--- src/rtl/fma_pkg.sv ---
package fma_pkg;
    parameter int unsigned OPW     = 32;
    parameter int unsigned HALFW   = 16;
    parameter int unsigned ACCW    = 72;
    parameter int unsigned FRAC_SH = 16;
    parameter int unsigned NUM_ACC = 2;

    localparam int unsigned PRODW  = 2 * HALFW;
    localparam int unsigned SGNW   = ACCW - FRAC_SH - PRODW;
    localparam int unsigned SELW   = (NUM_ACC > 1) ? $clog2(NUM_ACC) : 1;

    typedef struct packed {
        logic                    vld;
        logic signed [HALFW-1:0] opa;
        logic signed [HALFW-1:0] opb;
        logic [SELW-1:0]         dst;
    } opreg_t;

    typedef struct packed {
        logic [NUM_ACC-1:0][ACCW-1:0] acc;
        logic                         done;
    } bank_t;
endpackage

--- src/rtl/fma_opstage.sv ---
module fma_opstage
    import fma_pkg::*;
(
    input  logic             clk,
    input  logic             rst,
    input  logic             start_i,
    input  logic [HALFW-1:0] lo_a_i,
    input  logic [HALFW-1:0] lo_b_i,
    input  logic             acc_sel_i,
    input  logic             dual_mode_i,
    output opreg_t           op_o
);
    opreg_t op_d, op_q;

    always_comb begin
        op_d     = op_q;
        op_d.vld = start_i;
        if (start_i) begin
            op_d.opa = lo_a_i;
            op_d.opb = lo_b_i;
            // single-destination form always targets accumulator 0
            op_d.dst = dual_mode_i ? SELW'(acc_sel_i) : '0;
        end
    end

    always_ff @(posedge clk) begin
        if (rst) op_q <= '0;
        else     op_q <= op_d;
    end

    assign op_o = op_q;

    p_capture_r8: assert property (@(posedge clk) disable iff (rst)
        start_i |=> op_q.vld);
    p_legacy_dst_r6: assert property (@(posedge clk) disable iff (rst)
        (start_i && !dual_mode_i) |=> (op_q.dst == '0));
endmodule

--- src/rtl/fma_align.sv ---
module fma_align
    import fma_pkg::*;
(
    input  logic signed [HALFW-1:0] opa_i,
    input  logic signed [HALFW-1:0] opb_i,
    output logic [ACCW-1:0]         word_o
);
    logic signed [PRODW-1:0] prod_d;

    always_comb begin
        prod_d = PRODW'(opa_i) * PRODW'(opb_i);
    end

    generate
        if (FRAC_SH > 0) begin : g_frac
            assign word_o = {{SGNW{prod_d[PRODW-1]}}, prod_d, {FRAC_SH{1'b0}}};
        end else begin : g_int
            assign word_o = {{SGNW{prod_d[PRODW-1]}}, prod_d};
        end
    endgenerate

    always_comb begin
        if ((opa_i == {1'b1, {(HALFW-1){1'b0}}}) && (opb_i == {1'b1, {(HALFW-1){1'b0}}}))
            p_min_square_r10: assert (prod_d[PRODW-1] == 1'b0);
    end
endmodule

--- src/rtl/fma_accbank.sv ---
module fma_accbank
    import fma_pkg::*;
(
    input  logic                         clk,
    input  logic                         rst,
    input  logic                         wr_en_i,
    input  logic [SELW-1:0]              wr_sel_i,
    input  logic [ACCW-1:0]              wr_word_i,
    output logic [NUM_ACC-1:0][ACCW-1:0] acc_o,
    output logic                         done_o
);
    bank_t st_d, st_q;

    always_comb begin
        st_d      = st_q;
        st_d.done = wr_en_i;
        for (int i = 0; i < NUM_ACC; i++) begin
            if (wr_en_i && (wr_sel_i == SELW'(i)))
                st_d.acc[i] = wr_word_i;
        end
    end

    always_ff @(posedge clk) begin
        if (rst) st_q <= '0;
        else     st_q <= st_d;
    end

    assign acc_o  = st_q.acc;
    assign done_o = st_q.done;

    generate
        for (genvar g = 0; g < NUM_ACC; g++) begin : g_chk
            p_low_zero_r3: assert property (@(posedge clk) disable iff (rst)
                (wr_en_i && wr_sel_i == SELW'(g)) |=> (st_q.acc[g][FRAC_SH-1:0] == '0));
            p_sign_fill_r4: assert property (@(posedge clk) disable iff (rst)
                (wr_en_i && wr_sel_i == SELW'(g)) |=>
                ((st_q.acc[g][ACCW-1:FRAC_SH+PRODW-1] == '0) ||
                 (st_q.acc[g][ACCW-1:FRAC_SH+PRODW-1] == '1)));
            p_keep_other_r7: assert property (@(posedge clk) disable iff (rst)
                !(wr_en_i && wr_sel_i == SELW'(g)) |=> $stable(st_q.acc[g]));
        end
    endgenerate
endmodule

--- src/rtl/frac_mul_acc.sv ---
module frac_mul_acc
    import fma_pkg::*;
(
    input  logic            clk,
    input  logic            rst,
    input  logic            start_i,
    input  logic [OPW-1:0]  src_a_i,
    input  logic [OPW-1:0]  src_b_i,
    input  logic            acc_sel_i,
    input  logic            dual_mode_i,
    output logic [ACCW-1:0] acc0_o,
    output logic [ACCW-1:0] acc1_o,
    output logic            done_o
);
    opreg_t                       op_q;
    logic [ACCW-1:0]              word_d;
    logic [NUM_ACC-1:0][ACCW-1:0] acc_q;
    logic                         unused_hi;

    assign unused_hi = ^{src_a_i[OPW-1:HALFW], src_b_i[OPW-1:HALFW]};

    fma_opstage u_opstage (
        .clk         (clk),
        .rst         (rst),
        .start_i     (start_i),
        .lo_a_i      (src_a_i[HALFW-1:0]),
        .lo_b_i      (src_b_i[HALFW-1:0]),
        .acc_sel_i   (acc_sel_i),
        .dual_mode_i (dual_mode_i),
        .op_o        (op_q)
    );

    fma_align u_align (
        .opa_i  (op_q.opa),
        .opb_i  (op_q.opb),
        .word_o (word_d)
    );

    fma_accbank u_bank (
        .clk       (clk),
        .rst       (rst),
        .wr_en_i   (op_q.vld),
        .wr_sel_i  (op_q.dst),
        .wr_word_i (word_d),
        .acc_o     (acc_q),
        .done_o    (done_o)
    );

    assign acc0_o = acc_q[0];
    assign acc1_o = acc_q[1];

    p_latency_r8: assert property (@(posedge clk) disable iff (rst)
        start_i |-> ##2 done_o);
    p_no_spurious_done_r8: assert property (@(posedge clk) disable iff (rst)
        !start_i |-> ##2 !done_o);
    p_legacy_acc1_r6: assert property (@(posedge clk) disable iff (rst)
        (start_i && !dual_mode_i) |-> ##2 $stable(acc1_o));
    p_reset_clear_r9: assert property (@(posedge clk)
        rst |=> (acc0_o == '0 && acc1_o == '0 && !done_o));
endmodule

--- config.mk ---
export PLATFORM = sky130hd
export DESIGN_NAME = frac_mul_acc
export DESIGN_NICKNAME = d
export VERILOG_FILES = /design/src/rtl/fma_pkg.sv /design/src/rtl/fma_opstage.sv /design/src/rtl/fma_align.sv /design/src/rtl/fma_accbank.sv /design/src/rtl/frac_mul_acc.sv
export SDC_FILE = /design/constraint.sdc
export NUM_CORES = 1
export LEC_CHECK = 0
export BUFFER_PORTS_ARGS = -buffer_cell sky130_fd_sc_hd__buf_4
export CELL_PAD_IN_SITES_DETAIL_PLACEMENT = 0
export CELL_PAD_IN_SITES_GLOBAL_PLACEMENT = 2
export CORE_MARGIN = 2
export CORE_UTILIZATION = 39
export DETAILED_ROUTE_END_ITERATION = 16
export PLACE_DENSITY_LB_ADDON = 0.1
export SYNTH_ARGS = -nofsm -noshare
export SYNTH_HDL_FRONTEND = slang
export SYNTH_HIERARCHICAL = 1
export SYNTH_SLANG_ARGS = --single-unit
--- constraint.sdc ---
create_clock -name clk -period 7.4 [get_ports clk]
set_input_delay 1.48 -clock clk [delete_from_list [all_inputs] [get_ports clk]]
set_output_delay 1.48 -clock clk [all_outputs]
set_load 0.02 [all_outputs]
==> results.toml, run 1 <==
[outcome]
status = "finished clean"

[clock_network]
cts_made_buffers = 17
cts_tree = "yes"
cts_htree_levels = 4
clkSlewWorstSetupHoldPaths_ns = 0.07
cts_resized = 0
cts_setup_buffers = 0
cts_sinks = 179
cts_hold_buf = 0
clkLatencyLatePin_ns = 0.49
clockBufferDepth = 2
ctsRootBufferMaster = "clkbuf_16"

[global_routing]
grt.total_usage_pct = 18.9
overflow = 0
use_met2_pct = 28.9
grt_util_met3_pct = 3.78
grt_most_used_layer = "met2"
grt_pass1_vias = 12200
antenna_found_initial = 1
grt_start_max_net_pins = 153
use_met1_pct = 27.7
grt_pass1_wl_mm = 68.2

[placement]
dp_slack_ns = 0.663
port_buffers = 181
gp_congestion = 0.822
place_area_um2 = 19000
hpwl_mm = 32.2

[timing]
finalCriticalPeriod_ns = 6.74
rsz0062_at_grt = "no"
maxSlewViolCount = 0
clock_skew_ns = 0.0225
tightest_slew_ns = 1.03
hold_viol = 0
setup_ws_ns = 0.659
fin_tns_setup_ns = 0
max_freq_mhz = 148
fin_crit_sh_pct = 91.1
whs_ns = 0.473
setup_violations = 0
slew_headroom_pct = 31.4

[worst_hold_path]
hold_class = "reg -> reg"

[synth]
synth_edf_count = 0
syn_area_um2 = 17300
ys_seq_area_share_pct = 20.7
syn_inst = 1784
synth_cell_types = 56
yosysWarnings = 6
ys_seq_elements = 179
dominantRegCellSynth = "dfxtp_1"
avgSynthCellArea_um2 = 9.72
postSynth.asyncResetShare_pct = 0

[power_and_ir_drop]
swShare_pct = 37.4
clockPowerShare_pct = 29.0
power.leakage_nw = 9.82
power.net_switching_w = 0.00117
peakVddDrop_uv = 149
power_density_nw_per_um2 = 159
power.internal_w = 0.00195
pwr-share-comb_pct = 35.9
seq_power_share_pct = 35.1

[die]
rows = 77
fp.dieW_um = 215
io_pins = 214
die-area_um2 = 46200
die_h_um = 215
initial_core_util_pct = 39.4
core_um2 = 44000

[setup_path]
crit_type = "reg -> reg"
worstSetupEndpointType = "flip-flop"
start_kind = "flip-flop"
cp_data_required_time_ns = 7.80
cp.arrival_ns = 7.14
worstPathMaxFanout = 25

[layout]
final_util_pct = 44.5
register_area_um2 = 3580
post_route_cells_drive_above_1_share_pct = 13.7
syn2layout_area_growth_pct = 13.0
multi_input_area_um2 = 12000
design_area_um2 = 19600
nNetsFinal = 2322
fillers = 4417

[detailed_routing]
vias_per_cell = 4.59
first_iter_violations = 480
vias = 11500
drtPass1Iterations = 4
drc = 0
drt-wirelength-per-cell_um = 16.6
drt-total-wl_mm = 41.9
ant_nets = 0

[flow_run]
max_cap_viol_count = 0
==> power groups by stage <==
| stage | clock [W] | combinational [W] | sequential [W] |
|---|---|---|---|
| after global placement | 0 | 0.00112 | 0.00112 |
| after global routing | 0.000985 | 0.00127 | 0.00110 |
| after CTS | 0.000943 | 0.00113 | 0.00110 |
| after floorplan | 0 | 0.000883 | 0.00115 |
| after detailed placement | 0 | 0.00113 | 0.00112 |
| final | 0.000905 | 0.00112 | 0.00109 |
==> state kept, by name, indices dropped and copies added (netlist names) <==
| name | flops |
|---|---|
| u_bank/acc_o | 144 |
| u_opstage/op_o | 34 |
| u_bank/done_o | 1 |
==> cell usage after synthesis, types with 4 or more instances <==
master | n | share of area, %
o21ai_0 | 13 | 0.38
buf_4 | 47 | 2.0
clkbuf_1 | 55 | 1.2
o21ai_1 | 4 | 0.12
dfxtp_1 | 179 | 21
buf_2 | 10 | 0.29
and2_1 | 125 | 4.5
a21oi_1 | 22 | 0.63
xor2_1 | 6 | 0.30
nand2b_1 | 223 | 8.0
mux2i_1 | 177 | 10
a21o_1 | 8 | 0.35
nand2_1 | 129 | 2.8
fa_1 | 262 | 30
nor2b_1 | 4 | 0.14
nand3_1 | 5 | 0.14
o21a_1 | 4 | 0.17
inv_1 | 289 | 6.3
o21bai_1 | 4 | 0.17
nor2_1 | 60 | 1.3
buf_6 | 4 | 0.26
xnor2_1 | 27 | 1.4
ha_1 | 82 | 5.9
==> final timing paths <==
| kind | start | cells past startpoint | slack (ns) | endpoint |
|---|---|---|---|---|
| worst max-delay path | u_opstage/op_o[27] | 21 | 0.66 | u_bank/acc_o[47] |
| worst min-delay path | u_bank/acc_o[6] | 2 | 0.47 | u_bank/acc_o[6] |
| worst max register to register | u_opstage/op_o[27] | 21 | 0.66 | u_bank/acc_o[47] |
| worst min register to register | u_bank/acc_o[6] | 2 | 0.47 | u_bank/acc_o[6] |
==> critical path, cell delays in order (launching register included) <==
cell and delay (ns):
dfxtp_1 0.82, nand2_1 0.18, fa_1 0.54, fa_1 0.49
fa_1 0.55, inv_1 0.05, fa_1 0.50, fa_1 0.49
inv_1 0.05, fa_1 0.47, inv_1 0.04, ha_1 0.32
and3_1 0.25, a221oi_2 0.31, o211ai_2 0.20, nand3_2 0.15
a31oi_4 0.12, a221oi_2 0.35, xnor2_2 0.15, buf_4 0.33
nand2b_1 0.12, mux2i_1 0.18
==> cell families (layout without fill, tap and decap cells) <==
family,count (synthesis),in the layout,synth area share (%)
other,1,17,0.0216
AOI/OAI and AO/OA,79,79,3.33
adders and majority gates,344,344,36.2
and+or+nand+nor,560,560,17.5
muxes,177,177,10.2
xor gates and xnor gates,33,33,1.67
buffers and inverters,411,534,10.4
DFF,179,179,20.7
==> cells in the final DEF, fill, tap and decap left out, drive strengths merged, types with 2 or more instances in the layout <==
master,synthesis,routed
nor2b,5,5
nand2b,224,224
conb,1,16
and3,3,3
ha,82,82
dfxtp,179,179
nand2,129,129
a211oi,3,3
clkinv,0,2
mux2i,177,177
clkbuf,56,20
o21ai,18,18
inv,290,297
buf,65,212
nand3,7,7
a31oi,4,4
xor2,6,6
o211ai,4,4
a21oi,23,23
nor3,3,3
a21o,8,8
nor2,60,60
a221oi,2,2
xnor2,27,27
fa,262,262
o21a,4,4
clkinvlp,0,3
o21bai,4,4
and2,125,125
==> cell type report <==
cell class	instances	share of cell area [%]
Antenna cell	1	0.0128
Clock buffer	20	2.33
Clock inverter	12	0.562
Inverter	290	5.55
Multi-Input combinational cell	1209	61.4
Sequential cell	179	18.3
Tap cell	592	3.78
Timing Repair Buffer	212	8.14
==> routing by layer <==
layer | share of wire [%] | vias up | routed length, um
li1 | - | 5627 | -
met4 | 1.1 | 0 | 453
met2 | 43 | 202 | 18000
met3 | 4.4 | 26 | 1830
met5 | 0 | - | 0
met1 | 51 | 5683 | 21600
==> stage by stage <==
step	instances	power [W]
after floorplan	1799	0.00203
after global placement	2482	0.00224
after detailed placement	2482	0.00225
after CTS	2514	0.00317
after global routing	2514	0.00336
final	2515	0.00312
Power figures use the tool's default switching activity.
==> run 2: changes to the inputs <==
- clock period: 7.4 -> 7.16 ns (I/O delays scaled with it)
==> run 2 against run 1 <==
  * Wire length up 2.7%
  * Global-route usage up 0.55 points
  * Register-to-register slack worse by 0.16 ns
  * Cell area up 0.55%
  * Fmax up 1.2%
  * Sequential share of layout area down 0.10 points
  * Sequential power up 4%
  * Critical path depth down 3
  * Combinational power up 6%
==> results.toml, run 2 (synthesized netlist as in run 1, its figures left out) <==
[die]
initial_core_util_pct = 39.4
rows = 77
die_h_um = 215
io_pins = 214
die-area_um2 = 46200
core_um2 = 44000
fp.dieW_um = 215

[timing]
max_freq_mhz = 150
maxSlewViolCount = 0
fin_tns_setup_ns = 0
clock_skew_ns = 0.0264
finalCriticalPeriod_ns = 6.66
fin_crit_sh_pct = 93.0
slew_headroom_pct = 22.7
hold_viol = 0
tightest_slew_ns = 1.16
whs_ns = 0.476
rsz0062_at_grt = "no"
setup_violations = 0

[outcome]
status = "finished clean"

[clock_network]
cts_tree = "yes"
cts_resized = 0
cts_made_buffers = 17
cts_sinks = 179
clockBufferDepth = 2
cts_htree_levels = 4
cts_setup_buffers = 0
cts_hold_buf = 0
clkLatencyLatePin_ns = 0.50
ctsRootBufferMaster = "clkbuf_16"
clkSlewWorstSetupHoldPaths_ns = 0.08

[layout]
nNetsFinal = 2326
stdcell_count = 2517
diodes = 0
final_util_pct = 44.8
largest_reg_flops = 144
syn2layout_area_growth_pct = 13.6
mostFrequentLayoutCells = "inv_1, fa_1, nand2b_1"
post_route_cells_drive_above_1_share_pct = 13.9
layout_commonest_cell = "inv_1"
fillers = 4377

[placement]
port_buffers = 181
gp_congestion = 0.797
placedCellCount = 2486
hpwl_mm = 33.1

[setup_path]
cpPeakStageDelay_ns = 0.75
worstPathMaxFanout = 25
reg2reg_slack_ns = 0.50
start_kind = "flip-flop"
crit_type = "reg -> reg"
crit_chain = "nand2_1 -> fa_1 -> inv_1 -> fa_1 -> fa_1 -> fa_1 -> fa_1 -> fa_1 -> ha_1 -> a21oi_1 -> o21ai_1 -> o21ai_0 -> a31oi_4 -> a221oi_2 -> xnor2_4 -> buf_12 -> nand2b_1 -> mux2i_1"
cp_num_buf_inv = 2
cp_data_required_time_ns = 7.56
worstSetupEndpointType = "flip-flop"
crit_family = "adder cells"
ff2ff_path_depth = 18
startpoint = "u_opstage/op_o[5]"
cp_common_cell = "fa_1"
r2r_start = "u_opstage/op_o[5]"
cp.arrival_ns = 7.06
reg2reg_to = "u_bank/acc_o[123]"
slowest_stage = "dfxtp_1"

[worst_hold_path]
min_from = "u_bank/acc_o[126]"
min_path_cells = 2
hold_class = "reg -> reg"
hold_end = "u_bank/acc_o[126]"

[power_and_ir_drop]
pwr-share-comb_pct = 35.5
power_density_nw_per_um2 = 171
power.leakage_nw = 9.88
totalPowerFinal_w = 0.00337
power.net_switching_w = 0.00125
swShare_pct = 37.0
peakVddDrop_uv = 242
seq_power_share_pct = 33.5
power.internal_w = 0.00212
clockPowerShare_pct = 31.0

[detailed_routing]
drt-total-wl_mm = 43.0
vias_per_cell = 4.63
vias = 11700
first_iter_violations = 514
ant_nets = 0
drt-wirelength-per-cell_um = 17.1
drc = 0
drtPass1Iterations = 4

[flow_run]
max_cap_viol_count = 0

[global_routing]
grt_pass1_vias = 12500
grt.total_usage_pct = 19.5
grt_start_max_net_pins = 162
antenna_found_initial = 1
grt_pass1_wl_mm = 69.9
overflow = 0
==> run 2: cell type report <==
cell class	instances	area [um2]	share of cell area [%]
Timing Repair Buffer	216	1640	8.31
Clock buffer	17	425	2.16
Tap cell	592	741	3.76
Multi-Input combinational cell	1209	12000	61.1
Clock inverter	14	199	1.01
Sequential cell	179	3580	18.2
Inverter	290	1090	5.52
==> run 2: worst reg2reg max path, cell delays in order, from the launching register on <==
cell and delay, ns:
dfxtp_1 0.75, nand2_1 0.28, fa_1 0.58, inv_1 0.07, fa_1 0.73, fa_1 0.52, fa_1 0.58, fa_1 0.43
fa_1 0.47, ha_1 0.39, a21oi_1 0.18, o21ai_1 0.12, o21ai_0 0.32, a31oi_4 0.09, a221oi_2 0.45, xnor2_4 0.18
buf_12 0.20, nand2b_1 0.11, mux2i_1 0.14
==> run 2: through the flow <==
stage	setup WS [ns]	area [um2]
2_1_floorplan	0.405	17400
3_3_place_gp	0.558	19100
3_5_place_dp	0.477	19100
4_1_cts	0.435	19700
5_1_grt	0.0395	19700
6_report	0.501	19700
==> run 2: metal layers <==
metal / routed length, um / global-route usage (%) / vias to the layer above
met2: 18500 / 29.5 / 208
met1: 22000 / 28.6 / 5790
met3: 1950 / 3.77 / 32
li1: - / - / 5626
met5: 7 / 0 / -
met4: 549 / 4.86 / 2
==> run 2: power groups by stage <==
stage,Sequential (W),Combinational (W),Clock (W)
floorplan,0.00119,0.000913,0
global placement,0.00115,0.00119,0
detailed placement,0.00115,0.00120,0
CTS,0.00113,0.00121,0.00109
global route,0.00114,0.00135,0.00113
finish,0.00113,0.00119,0.00105
==> run 2: worst max path at each step <==
stage	end	slack [ns]	cells past startpoint
after floorplan	u_bank/acc_o[140]	0.40	24
after global placement	u_bank/acc_o[46]	0.56	20
after detailed placement	u_bank/acc_o[71]	0.48	18
after CTS	u_bank/acc_o[123]	0.44	18
after global routing	u_bank/acc_o[63]	0.04	18
final	u_bank/acc_o[123]	0.50	18
